### src/rtl/mbs_pkg.sv
package mbs_pkg;

  // Strobes from the sequencer to the datapath
  typedef struct packed {
    logic loadReq;   // capture request, issue first beat (or miss)
    logic nextBeat;  // issue next beat of a split burst
    logic ack;       // request completes with the beat issued now
  } ctlStrobe_t;

  typedef enum logic [1:0] {
    ST_IDLE  = 2'd0,
    ST_SPLIT = 2'd1,
    ST_HOLD  = 2'd2
  } ctlState_t;

  // Option register field positions (little-endian numbering)
  localparam int OPT_BUFDIS_BIT = 12;
  localparam int OPT_NOBURST_BIT = 8;
  localparam int OPT_HOLD_LSB = 1;
  localparam int BASE_VALID_BIT = 0;

  localparam int HOLD_W = 4;

  // Nonlinear read-hold code mapping
  function automatic logic [HOLD_W-1:0] holdCycles(input logic [1:0] code);
    logic [HOLD_W-1:0] n;
    case (code)
      2'b00:   n = 4'd0;
      2'b01:   n = 4'd1;
      2'b10:   n = 4'd4;
      default: n = 4'd8;
    endcase
    return n;
  endfunction

endpackage

### src/rtl/mbs_regfile.sv
module mbs_regfile #(
  parameter int NUM_BANKS = 12,
  parameter int ADDR_W = 32,
  parameter int MASK_W = 17,
  parameter int BANK_IDX_W = $clog2(NUM_BANKS)
) (
  input  logic                  clk,
  input  logic                  rstN,
  input  logic                  regWrEn,
  input  logic [BANK_IDX_W:0]   regAddr,
  input  logic [ADDR_W-1:0]     regWrData,
  output logic [ADDR_W-1:0]     regRdData,
  input  logic [MASK_W-1:0]     cmpAddr,
  output logic                  anyHit,
  output logic [NUM_BANKS-1:0]  hitSel,
  output logic                  hitBufDis,
  output logic                  hitNoBurst,
  output logic [1:0]            hitHold
);
  import mbs_pkg::*;

  localparam logic [BANK_IDX_W:0] NB_L = (BANK_IDX_W+1)'(NUM_BANKS);

  logic [MASK_W-1:0] baseField [NUM_BANKS];
  logic              baseValid [NUM_BANKS];
  logic [MASK_W-1:0] maskField [NUM_BANKS];
  logic              bufDis    [NUM_BANKS];
  logic              noBurst   [NUM_BANKS];
  logic [1:0]        holdCode  [NUM_BANKS];

  logic [BANK_IDX_W-1:0] selBank;
  logic                  selOpt;
  logic [NUM_BANKS-1:0]  bankHit;
  logic [BANK_IDX_W-1:0] hitIdx;
  logic                  unusedWrBits;

  assign selBank = regAddr[BANK_IDX_W:1];
  assign selOpt = regAddr[0];
  assign unusedWrBits = ^regWrData;

  always_ff @(posedge clk) begin
    for (int b = 0; b < NUM_BANKS; b++) begin
      if (!rstN) begin
        baseField[b] <= '0;
        baseValid[b] <= 1'b0;
        maskField[b] <= '0;
        bufDis[b] <= 1'b0;
        noBurst[b] <= (b == 0);
        holdCode[b] <= 2'b00;
      end else if (regWrEn && selBank == BANK_IDX_W'(b)) begin
        if (!selOpt) begin
          baseField[b] <= regWrData[ADDR_W-1 -: MASK_W];
          baseValid[b] <= regWrData[BASE_VALID_BIT];
        end else begin
          maskField[b] <= regWrData[ADDR_W-1 -: MASK_W];
          bufDis[b] <= regWrData[OPT_BUFDIS_BIT];
          noBurst[b] <= regWrData[OPT_NOBURST_BIT];
          holdCode[b] <= regWrData[OPT_HOLD_LSB +: 2];
        end
      end
    end
  end

  // Per-bank masked equality; any mask pattern is allowed
  for (genvar g = 0; g < NUM_BANKS; g++) begin : gMatch
    assign bankHit[g] = baseValid[g] &&
                        (((cmpAddr ^ baseField[g]) & maskField[g]) == '0);
  end

  // Lowest index wins
  always_comb begin
    hitSel = '0;
    hitIdx = '0;
    for (int b = NUM_BANKS - 1; b >= 0; b--) begin
      if (bankHit[b]) begin
        hitSel = '0;
        hitSel[b] = 1'b1;
        hitIdx = BANK_IDX_W'(b);
      end
    end
  end

  assign anyHit = |bankHit;
  assign hitBufDis = bufDis[hitIdx];
  assign hitNoBurst = noBurst[hitIdx];
  assign hitHold = holdCode[hitIdx];

  always_comb begin
    regRdData = '0;
    if ({1'b0, selBank} < NB_L) begin
      if (!selOpt) begin
        regRdData[ADDR_W-1 -: MASK_W] = baseField[selBank];
        regRdData[BASE_VALID_BIT] = baseValid[selBank];
      end else begin
        regRdData[ADDR_W-1 -: MASK_W] = maskField[selBank];
        regRdData[OPT_BUFDIS_BIT] = bufDis[selBank];
        regRdData[OPT_NOBURST_BIT] = noBurst[selBank];
        regRdData[OPT_HOLD_LSB +: 2] = holdCode[selBank];
      end
    end
  end

  // a selected bank always reflects some matching bank
  assert_hit_consistent_R3: assert property (@(posedge clk) disable iff (!rstN)
    anyHit |-> $onehot(hitSel));

endmodule

### src/rtl/mbs_ctrl.sv
module mbs_ctrl #(
  parameter int BURST_BEATS = 4
) (
  input  logic                 clk,
  input  logic                 rstN,
  input  logic                 reqValid,
  input  logic                 reqWrite,
  input  logic                 reqBurst,
  input  logic                 anyHit,
  input  logic                 hitNoBurst,
  input  logic [1:0]           hitHold,
  output mbs_pkg::ctlStrobe_t  strobe,
  output logic                 reqReady,
  output logic                 holdBusy
);
  import mbs_pkg::*;

  localparam int BEAT_CNT_W = $clog2(BURST_BEATS);
  localparam logic [BEAT_CNT_W-1:0] LAST_BEAT = BEAT_CNT_W'(BURST_BEATS - 1);

  ctlState_t state, nextState;
  logic [BEAT_CNT_W-1:0] beatCnt;
  logic [HOLD_W-1:0] holdCnt;
  logic [HOLD_W-1:0] readHold;
  logic splitReq;

  assign readHold = (anyHit && !reqWrite) ? holdCycles(hitHold) : '0;
  assign splitReq = anyHit && reqBurst && hitNoBurst;

  always_comb begin
    strobe = '0;
    nextState = state;
    case (state)
      ST_IDLE: begin
        if (reqValid) begin
          strobe.loadReq = 1'b1;
          if (splitReq) begin
            nextState = ST_SPLIT;
          end else begin
            strobe.ack = 1'b1;
            if (readHold != '0) nextState = ST_HOLD;
          end
        end
      end
      ST_SPLIT: begin
        strobe.nextBeat = 1'b1;
        if (beatCnt == LAST_BEAT) begin
          strobe.ack = 1'b1;
          nextState = (holdCnt != '0) ? ST_HOLD : ST_IDLE;
        end
      end
      ST_HOLD: begin
        if (holdCnt == HOLD_W'(1)) nextState = ST_IDLE;
      end
      default: nextState = ST_IDLE;
    endcase
  end

  always_ff @(posedge clk) begin
    if (!rstN) begin
      state <= ST_IDLE;
      beatCnt <= '0;
      holdCnt <= '0;
    end else begin
      state <= nextState;
      case (state)
        ST_IDLE: begin
          if (reqValid) begin
            beatCnt <= BEAT_CNT_W'(1);
            holdCnt <= readHold;
          end
        end
        ST_SPLIT: beatCnt <= beatCnt + 1'b1;
        ST_HOLD:  holdCnt <= holdCnt - 1'b1;
        default: ;
      endcase
    end
  end

  assign reqReady = (state == ST_IDLE);
  assign holdBusy = (state == ST_HOLD);

  // the hold window never runs with an empty or out-of-range count
  assert_hold_count_R7: assert property (@(posedge clk) disable iff (!rstN)
    (state == ST_HOLD) |-> (holdCnt != '0 && holdCnt <= HOLD_W'(8)));

  // hold keeps going while more than one idle cycle is left
  assert_hold_persist_R7: assert property (@(posedge clk) disable iff (!rstN)
    (state == ST_HOLD && holdCnt > HOLD_W'(1)) |=> (state == ST_HOLD));

  // a request is only taken while ready
  assert_accept_ready_R10: assert property (@(posedge clk) disable iff (!rstN)
    strobe.loadReq |-> reqReady);

endmodule

### src/rtl/mbs_datapath.sv
module mbs_datapath #(
  parameter int NUM_BANKS = 12,
  parameter int ADDR_W = 32,
  parameter int BEAT_BYTES = 8
) (
  input  logic                 clk,
  input  logic                 rstN,
  input  mbs_pkg::ctlStrobe_t  strobe,
  input  logic [ADDR_W-1:0]    reqAddr,
  input  logic                 reqWrite,
  input  logic                 reqBurst,
  input  logic                 anyHit,
  input  logic [NUM_BANKS-1:0] hitSel,
  input  logic                 hitBufDis,
  input  logic                 hitNoBurst,
  output logic                 reqAck,
  output logic                 reqMiss,
  output logic                 accValid,
  output logic [ADDR_W-1:0]    accAddr,
  output logic [NUM_BANKS-1:0] accBankSel,
  output logic                 accBurst,
  output logic                 accWrite,
  output logic                 bufCtlStrobe,
  output logic                 localWrStrobe
);
  localparam logic [ADDR_W-1:0] BEAT_INC = ADDR_W'(BEAT_BYTES);

  logic [ADDR_W-1:0]    curAddr;
  logic [NUM_BANKS-1:0] curSel;
  logic                 curWrite;
  logic                 curBufDis;
  logic [ADDR_W-1:0]    stepAddr;

  assign stepAddr = curAddr + BEAT_INC;

  always_ff @(posedge clk) begin
    if (!rstN) begin
      curAddr <= '0;
      curSel <= '0;
      curWrite <= 1'b0;
      curBufDis <= 1'b0;
      reqAck <= 1'b0;
      reqMiss <= 1'b0;
      accValid <= 1'b0;
      accAddr <= '0;
      accBankSel <= '0;
      accBurst <= 1'b0;
      accWrite <= 1'b0;
      bufCtlStrobe <= 1'b0;
      localWrStrobe <= 1'b0;
    end else begin
      reqAck <= strobe.ack;
      reqMiss <= 1'b0;
      accValid <= 1'b0;
      accBankSel <= '0;
      accBurst <= 1'b0;
      bufCtlStrobe <= 1'b0;
      localWrStrobe <= 1'b0;
      if (strobe.loadReq) begin
        curAddr <= reqAddr;
        curSel <= hitSel;
        curWrite <= reqWrite;
        curBufDis <= hitBufDis;
        if (anyHit) begin
          accValid <= 1'b1;
          accAddr <= reqAddr;
          accBankSel <= hitSel;
          accBurst <= reqBurst && !hitNoBurst;
          accWrite <= reqWrite;
          bufCtlStrobe <= !hitBufDis;
          localWrStrobe <= !hitBufDis && reqWrite;
        end else begin
          reqMiss <= 1'b1;
        end
      end else if (strobe.nextBeat) begin
        curAddr <= stepAddr;
        accValid <= 1'b1;
        accAddr <= stepAddr;
        accBankSel <= curSel;
        accWrite <= curWrite;
        bufCtlStrobe <= !curBufDis;
        localWrStrobe <= !curBufDis && curWrite;
      end
    end
  end

  // every beat selects exactly one bank
  assert_sel_onehot_R3: assert property (@(posedge clk) disable iff (!rstN)
    accValid |-> $onehot(accBankSel));

  // local write strobe only on buffered write beats
  assert_local_wr_gate_R4: assert property (@(posedge clk) disable iff (!rstN)
    localWrStrobe |-> (bufCtlStrobe && accWrite && accValid));

  // back-to-back beats without an acknowledge step by the beat size
  assert_split_step_R6: assert property (@(posedge clk) disable iff (!rstN)
    (accValid && $past(accValid) && !$past(reqAck)) |->
      (accAddr == $past(accAddr) + BEAT_INC && accBankSel == $past(accBankSel)));

  // a miss acknowledges without an access beat
  assert_miss_no_access_R1: assert property (@(posedge clk) disable iff (!rstN)
    reqMiss |-> (reqAck && !accValid));

endmodule

### src/rtl/mem_bank_sel.sv
module mem_bank_sel #(
  parameter int NUM_BANKS = 12,
  parameter int ADDR_W = 32,
  parameter int MASK_W = 17,
  parameter int BURST_BEATS = 4,
  parameter int BEAT_BYTES = 8
) (
  input  logic                          clk,
  input  logic                          rstN,
  input  logic                          regWrEn,
  input  logic [$clog2(NUM_BANKS):0]    regAddr,
  input  logic [ADDR_W-1:0]             regWrData,
  output logic [ADDR_W-1:0]             regRdData,
  input  logic                          reqValid,
  output logic                          reqReady,
  input  logic [ADDR_W-1:0]             reqAddr,
  input  logic                          reqWrite,
  input  logic                          reqBurst,
  output logic                          reqAck,
  output logic                          reqMiss,
  output logic                          accValid,
  output logic [ADDR_W-1:0]             accAddr,
  output logic [NUM_BANKS-1:0]          accBankSel,
  output logic                          accBurst,
  output logic                          accWrite,
  output logic                          bufCtlStrobe,
  output logic                          localWrStrobe,
  output logic                          holdBusy
);
  import mbs_pkg::*;

  localparam int BANK_IDX_W = $clog2(NUM_BANKS);

  ctlStrobe_t strobe;
  logic anyHit;
  logic [NUM_BANKS-1:0] hitSel;
  logic hitBufDis;
  logic hitNoBurst;
  logic [1:0] hitHold;

  mbs_regfile #(
    .NUM_BANKS(NUM_BANKS), .ADDR_W(ADDR_W), .MASK_W(MASK_W), .BANK_IDX_W(BANK_IDX_W)
  ) uRegs (
    .clk(clk), .rstN(rstN),
    .regWrEn(regWrEn), .regAddr(regAddr), .regWrData(regWrData), .regRdData(regRdData),
    .cmpAddr(reqAddr[ADDR_W-1 -: MASK_W]),
    .anyHit(anyHit), .hitSel(hitSel), .hitBufDis(hitBufDis),
    .hitNoBurst(hitNoBurst), .hitHold(hitHold)
  );

  mbs_ctrl #(.BURST_BEATS(BURST_BEATS)) uCtrl (
    .clk(clk), .rstN(rstN),
    .reqValid(reqValid), .reqWrite(reqWrite), .reqBurst(reqBurst),
    .anyHit(anyHit), .hitNoBurst(hitNoBurst), .hitHold(hitHold),
    .strobe(strobe), .reqReady(reqReady), .holdBusy(holdBusy)
  );

  mbs_datapath #(
    .NUM_BANKS(NUM_BANKS), .ADDR_W(ADDR_W), .BEAT_BYTES(BEAT_BYTES)
  ) uData (
    .clk(clk), .rstN(rstN), .strobe(strobe),
    .reqAddr(reqAddr), .reqWrite(reqWrite), .reqBurst(reqBurst),
    .anyHit(anyHit), .hitSel(hitSel), .hitBufDis(hitBufDis), .hitNoBurst(hitNoBurst),
    .reqAck(reqAck), .reqMiss(reqMiss),
    .accValid(accValid), .accAddr(accAddr), .accBankSel(accBankSel),
    .accBurst(accBurst), .accWrite(accWrite),
    .bufCtlStrobe(bufCtlStrobe), .localWrStrobe(localWrStrobe)
  );

endmodule

### config.mk
export PLATFORM = sky130hd
export DESIGN_NAME = mem_bank_sel
export DESIGN_NICKNAME = d
export VERILOG_FILES = /design/src/rtl/mbs_pkg.sv /design/src/rtl/mbs_regfile.sv /design/src/rtl/mbs_ctrl.sv /design/src/rtl/mbs_datapath.sv /design/src/rtl/mem_bank_sel.sv
export SDC_FILE = /design/constraint.sdc
export NUM_CORES = 1
export LEC_CHECK = 0
export BUFFER_PORTS_ARGS = -buffer_cell sky130_fd_sc_hd__buf_2
export CAP_MARGIN = 20
export CORE_MARGIN = 1
export CORE_UTILIZATION = 60
export DETAILED_ROUTE_END_ITERATION = 8
export PLACE_DENSITY = 0.82
export SETUP_SLACK_MARGIN = 0.1
export SLEW_MARGIN = 20
export SYNTH_ARGS = -nofsm -noshare
export SYNTH_HDL_FRONTEND = slang
export SYNTH_SLANG_ARGS = --single-unit
### constraint.sdc
create_clock -name clk -period 11.8 [get_ports clk]
set_clock_uncertainty 0.15 [all_clocks]
set_input_delay 2.36 -clock clk [delete_from_list [all_inputs] [get_ports clk]]
set_output_delay 2.36 -clock clk [all_outputs]
set_load 0.02 [all_outputs]
==> results of run 1 <==
==> per-stage QoR <==
stage	std cells	hold WS (ps)	util [%]	power (uW)	area, um^2
floorplan	2539	282	-	2740	29900
global placement	3173	290	63.1	2930	30900
detailed placement	3173	295	63.1	2950	30900
CTS	3279	303	66.8	4710	32800
global route	3280	310	66.9	4830	32800
finish	3283	302	66.9	4730	32800
==> worst paths after layout <==
path,slack [ps],end,from
max,3610,regRdData[17],regAddr[2]
min,300,uData.accBankSel[8],uData.curSel[8]
max reg2reg,7090,uCtrl.state[1],uRegs.baseField[4][8]
min reg2reg,300,uData.accBankSel[8],uData.curSel[8]
==> flip-flops by register name (all words and copies together) (netlist names), 2 cells and up <==
name and count:
uRegs.baseValid 12, uCtrl.holdCnt 4, uRegs.baseField 204, uData.accBankSel 12
uRegs.holdCode 24, uCtrl.beatCnt 2, uRegs.noBurst 12, uCtrl.state 2
uData.curSel 12, uRegs.bufDis 12, uData.accAddr 32, uData.curAddr 32
uRegs.maskField 204
==> layer usage <==
| layer | wire length, um | up-vias | global-route usage [%] |
|---|---|---|---|
| met5 | 20 | - | 0 |
| met4 | 5080 | 4 | 18.3 |
| met3 | 12300 | 291 | 10.0 |
| met2 | 41300 | 1683 | 55.0 |
| met1 | 32200 | 10700 | 47.2 |
| li1 | - | 9108 | - |
==> cells in the final DEF, fill, tap and decap left out, types with 4 or more instances in the layout <==
cell type  netlist  layout
a211oi_1        30      30
a21oi_1        125     124
a22oi_1         92      92
a2bb2oi_1        4       4
and2_1         473     472
and3_1          12      12
buf_2            9     137
buf_4           18      43
clkbuf_1       147      16
clkbuf_16        0      59
clkinv_1         0      11
clkinv_2         0       7
conb_1           1      10
dfxtp_1        108     108
edfxtp_1       465     465
ha_1             4       4
inv_1           11      11
mux2i_1         51      51
mux4_2         117     117
nand2_1        253     252
nand2b_1         7       7
nand3_1         26      26
nand3b_1         4       4
nand4_1         29      29
nor2_1         122     103
nor2_2           0      17
nor3_1          13      13
nor4_1           5       5
o21ai_0         60      37
o21ai_2          0      22
or3_1            6       6
or4_1            5       5
xnor2_1         15      15
xor2_1         216     216
==> final cells by class <==
class / count / share of cell area, %
clock inverters: 29 / 0.793
multi-input cells: 1743 / 39.4
flip-flops and latches: 573 / 49.1
inverters: 12 / 0.141
repair buffers: 182 / 3.19
diodes: 3 / 0.0229
well taps: 664 / 2.53
clock buffers: 77 / 4.77
==> power by group <==
| part | switching, uW | internal, uW | total [uW] |
|---|---|---|---|
| clock | 804 | 999 | 1800 |
| sequential | 77.9 | 2290 | 2370 |
| combinational | 368 | 196 | 564 |
==> cell families after synthesis <==
family | Yosys count | share of synthesized area (%)
xor gates and xnor gates | 232 | 6.82
DFF | 573 | 53.9
and+or+nand+nor | 975 | 17.4
muxes | 172 | 10.7
adders and majority gates | 4 | 0.167
AOI/OAI and AO/OA | 350 | 7.53
buffers and inverters | 223 | 3.48
other | 1 | 0.0125
==> tightest hold or removal path, delay by kind of cell (launching register included) <==
kind             cells  cell delay (ps)
AO/OA/AOI/OAI        1               50
flip-flops           1              310
AND/OR/NAND/NOR      1               50
==> impl_metrics.yaml, run 1 <==
cells_and_area:
  num-fill-cells: 3587
  drive_above_1_share_pct: 17.3
  nets: 2649
  register_area_mm2: 0.0161
  multi_input_comb_area_mm2: 0.0129
  area_growth_syn_to_layout_pct: 9.75
worst_setup_path:
  critical-path-max-stage-delay_ps: 880
  crit_path_top_delay_cell: "buf_4"
  path_max_fanout: 62
  cp-end-kind: "output pin"
  worstPathBufferInverterCount: 3
  cp_cell_sequence: "buf_4 > buf_4 > mux4_2 > mux2i_1 > nor2_1 > a211oi_1 > a21oi_1 > buf_2"
  cp.depth: 8
  setup.worst_path.class: "in -> out"
  cpMostUsedCell: "buf_4"
  crit_family: "buffers and inverters"
  required_ps: 9290
  r2r_cells: 12
  startpoint_type: "primary input"
  crit_arrival_ps: 5680
synthesis:
  syn_inst: 2530
  synth_edf_count: 465
  yosys.area.top_type: "edfxtp_1"
  yosys_warnings: 0
  synthesis.area_mm2: 0.0299
  yosys_most_used_dff: "edfxtp_1"
  yosysMostFrequentCell: "and2_1"
  synth_seq_area_share_pct: 53.9
  synthTopCellsByCount: "and2_1 (473), edfxtp_1 (465), nand2_1 (253)"
  synthArstFlopShare_pct: 0
  synth_seq_cells: 573
  yosys-top-cells-area: "edfxtp_1 (47%), and2_1 (9.9%), mux4_2 (8.8%), dfxtp_1 (7.2%), xor2_1 (6.3%)"
  postSynthAreaPerCell_um2: 11.8
  yosysTopAreaCellShare_pct: 46.7
  synth_cell_types: 77
place:
  gp_congestion: 0.992
  io_buffers: 139
  pre_cts_ws_ps: 3730
  dpl.hpwl_mm: 60.9
timing:
  rsz0062_at_grt: "no"
  final-hold-violation-count: 0
  fin_crit_sh_pct: 69.4
  fin_ws_ps: 3610
  finalMaxSlewViolations: 0
  tightestPinTransition_ps: 1240
  finalSetupViolCount: 0
  finalCriticalPeriod_ps: 8190
  setup_tns_ps: 0
  fmax_ghz: 0.122
  slew-limit-headroom_pct: 17.0
clock_network:
  clk_latency_ps: 660
  holdBufCountCts: 0
  cts_resized: 0
  cts_buffers: 58
  clockBufferDepth: 3
  cts_max_level: 2
  cts_sinks: 573
  root_buffer: "clkbuf_16"
  clk_pin_slew_ps: 60
  post_cts.repair.setup_buffers: 0
  cts_tree: "done"
global_route:
  grt_first_pass_wirelength_mm: 132
  overflow: 0
  grt_max_degree: 99
  antenna_found_initial: 4
  grt_pass1_vias: 21000
  track_usage_pct: 36.0
run:
  drv_cap: 0
outcome:
  status: "finished clean"
routing:
  postRouteAntennaNets: 0
  drtIter0Drc: 3185
  drt-wirelength-per-cell_um: 27.7
  drtPass1Iterations: 6
  drcViolationCount: 0
  routed-via-count: 21800
  viasPerCell: 6.63
  routed_wl_mm: 90.9
min_path:
  holdPathStages: 2
  hp-class: "reg -> reg"
power_and_ir_drop:
  powerDensity_mw_per_mm2: 144
  peakVddDrop_v: 0.000125
  p_leak_uw: 0.0120
die:
  chipHeight_um: 225
  die_x_um: 225
  die_area_mm2: 0.0507
  core-area_mm2: 0.0491
  floorplan.rows: 81
  ios: 160
  start_util_pct: 60.9
Note: power is estimated with default switching activity, not from simulation.
==> inputs of run 2 (changes only) <==
==> constraint.sdc (replaced) <==
create_clock -name clk -period 7.6 [get_ports clk]
set_clock_uncertainty 0.15 [all_clocks]
set_input_delay 1.52 -clock clk [delete_from_list [all_inputs] [get_ports clk]]
set_output_delay 1.52 -clock clk [all_outputs]
set_load 0.02 [all_outputs]
==> run 2 against run 1 <==
Against the previous run:
- utilization up 0.11 points
- worst setup slack worse by 2100 ps
- die area unchanged
==> impl_metrics.yaml, run 2 (synthesis results as in run 1) <==
die:
  ios: 160
  core-area_mm2: 0.0491
  chipHeight_um: 225
  die_area_mm2: 0.0507
  start_util_pct: 60.9
  die_x_um: 225
  floorplan.rows: 81
global_route:
  overflow: 0
  track_usage_pct: 35.9
  antenna_found_initial: 4
  grt_pass1_vias: 20800
  grt_max_degree: 99
  grt_first_pass_wirelength_mm: 132
cells_and_area:
  final_common_cell: "and2_1"
  drive_above_1_share_pct: 17.4
  final_cell_mix: "and2_1 (472), edfxtp_1 (465), nand2_1 (253)"
  area_growth_syn_to_layout_pct: 9.93
  nets: 2654
  biggestRegsByFlops: "uRegs.baseField: 204 flops, uRegs.maskField: 204 flops"
routing:
  drcViolationCount: 0
  drtPass1Iterations: 6
  postRouteAntennaNets: 0
  routed_wl_mm: 90.7
  routed-via-count: 21800
  drtIter0Drc: 3394
  viasPerCell: 6.62
  drt-wirelength-per-cell_um: 27.6
place:
  gp_congestion: 0.968
  dpl.hpwl_mm: 61.1
  io_buffers: 139
power_and_ir_drop:
  powerDensity_mw_per_mm2: 226
  peakVddDrop_v: 0.000187
  p_leak_uw: 0.0120
clock_network:
  cts_buffers: 59
  holdBufCountCts: 0
  cts_max_level: 2
  cts_resized: 0
  root_buffer: "clkbuf_16"
  cts_tree: "done"
  cts_sinks: 573
  clockBufferDepth: 3
  clk_pin_slew_ps: 60
  post_cts.repair.setup_buffers: 0
  clk_latency_ps: 660
timing:
  finalCriticalPeriod_ps: 6070
  rsz0062_at_grt: "no"
  slew-limit-headroom_pct: 22.5
  fmax_ghz: 0.165
  fin_crit_sh_pct: 79.9
  finalSetupViolCount: 0
  final-hold-violation-count: 0
  tightestPinTransition_ps: 1160
  hold_slack_ps: 297
  finalMaxSlewViolations: 0
  setup_tns_ps: 0
worst_setup_path:
  setup.worst_path.class: "in -> out"
  cp_cell_sequence: "buf_6 > buf_4 > mux4_2 > mux2i_1 > nor2_1 > a21oi_1 > a21oi_1 > buf_2"
  crit_arrival_ps: 4400
  crit_family: "buffers and inverters"
  crit_path_top_delay_cell: "buf_6"
  startpoint_type: "primary input"
  critical-path-max-stage-delay_ps: 640
  worstPathBufferInverterCount: 3
  required_ps: 5930
  path_max_fanout: 68
  cp-end-kind: "output pin"
  cpMostUsedCell: "a21oi_1"
run:
  drv_cap: 0
outcome:
  status: "finished clean"
min_path:
  hp-class: "reg -> reg"
## run 2: cell count changes in the layout (fill, tap and decap cells not counted), sizes merged
cell / delta
inv: +1
clkinv: +2
diode: -2
clkbuf: -4
buf: +4
bufinv: +2
## run 2: metrics by stage
step / cell area [um^2] / utilization (%) / setup slack (ps) / instances / total power (uW)
after global placement: 31000 / 63.1 / 1520 / 3177 / 4550
after CTS: 32800 / 67.0 / 1540 / 3284 / 7390
after detailed placement: 31000 / 63.1 / 1550 / 3177 / 4580
after floorplan: 29900 / - / 2300 / 2539 / 4260
final: 32900 / 67.0 / 1530 / 3286 / 7430
after global routing: 32900 / 67.0 / 1350 / 3285 / 7590
## run 2: worst min-delay path, stage by stage, from the launching register on
cell and delay [ps]:
dfxtp_1 310, nand2_1 50, a21oi_1 50
## run 2: report_power, final
| part | internal, uW | switching, uW | total, uW |
|---|---|---|---|
| Combinational | 304 | 573 | 877 |
| Sequential | 3550 | 119 | 3670 |
| Clock | 1610 | 1270 | 2880 |
| Total | 5470 | 1960 | 7430 |
## run 2: worst paths after layout
path	from	end	slack, ps	cells past startpoint
worst min-delay path	uData.curSel[5]	uData.accBankSel[5]	300	2
worst min register to register	uData.curSel[5]	uData.accBankSel[5]	300	2
worst max register to register	uRegs.baseField[11][13]	uCtrl.state[1]	2810	12
worst max-delay path	regAddr[1]	regRdData[17]	1530	8
## run 2: cell type report
| type | instances | area [um^2] |
|---|---|---|
| Antenna cell | 1 | 2.50 |
| Clock buffer | 73 | 1540 |
| Clock inverter | 34 | 343 |
| Fill cell | 3511 | 16200 |
| Inverter | 12 | 46.3 |
| Multi-Input combinational cell | 1743 | 12900 |
| Sequential cell | 573 | 16100 |
| Tap cell | 664 | 831 |
| Timing Repair Buffer | 186 | 1070 |
## run 2: metal layers
layer / track usage (%) / wire (um) / vias to the layer above / part of all wire, %
met2: 55.9 / 41600 / 1679 / 46
met1: 47.9 / 32500 / 10700 / 36
met3: 8.57 / 12000 / 294 / 13
met5: 0 / 52 / - / 0.057
li1: - / - / 9123 / -
met4: 16.7 / 4640 / 6 / 5.1
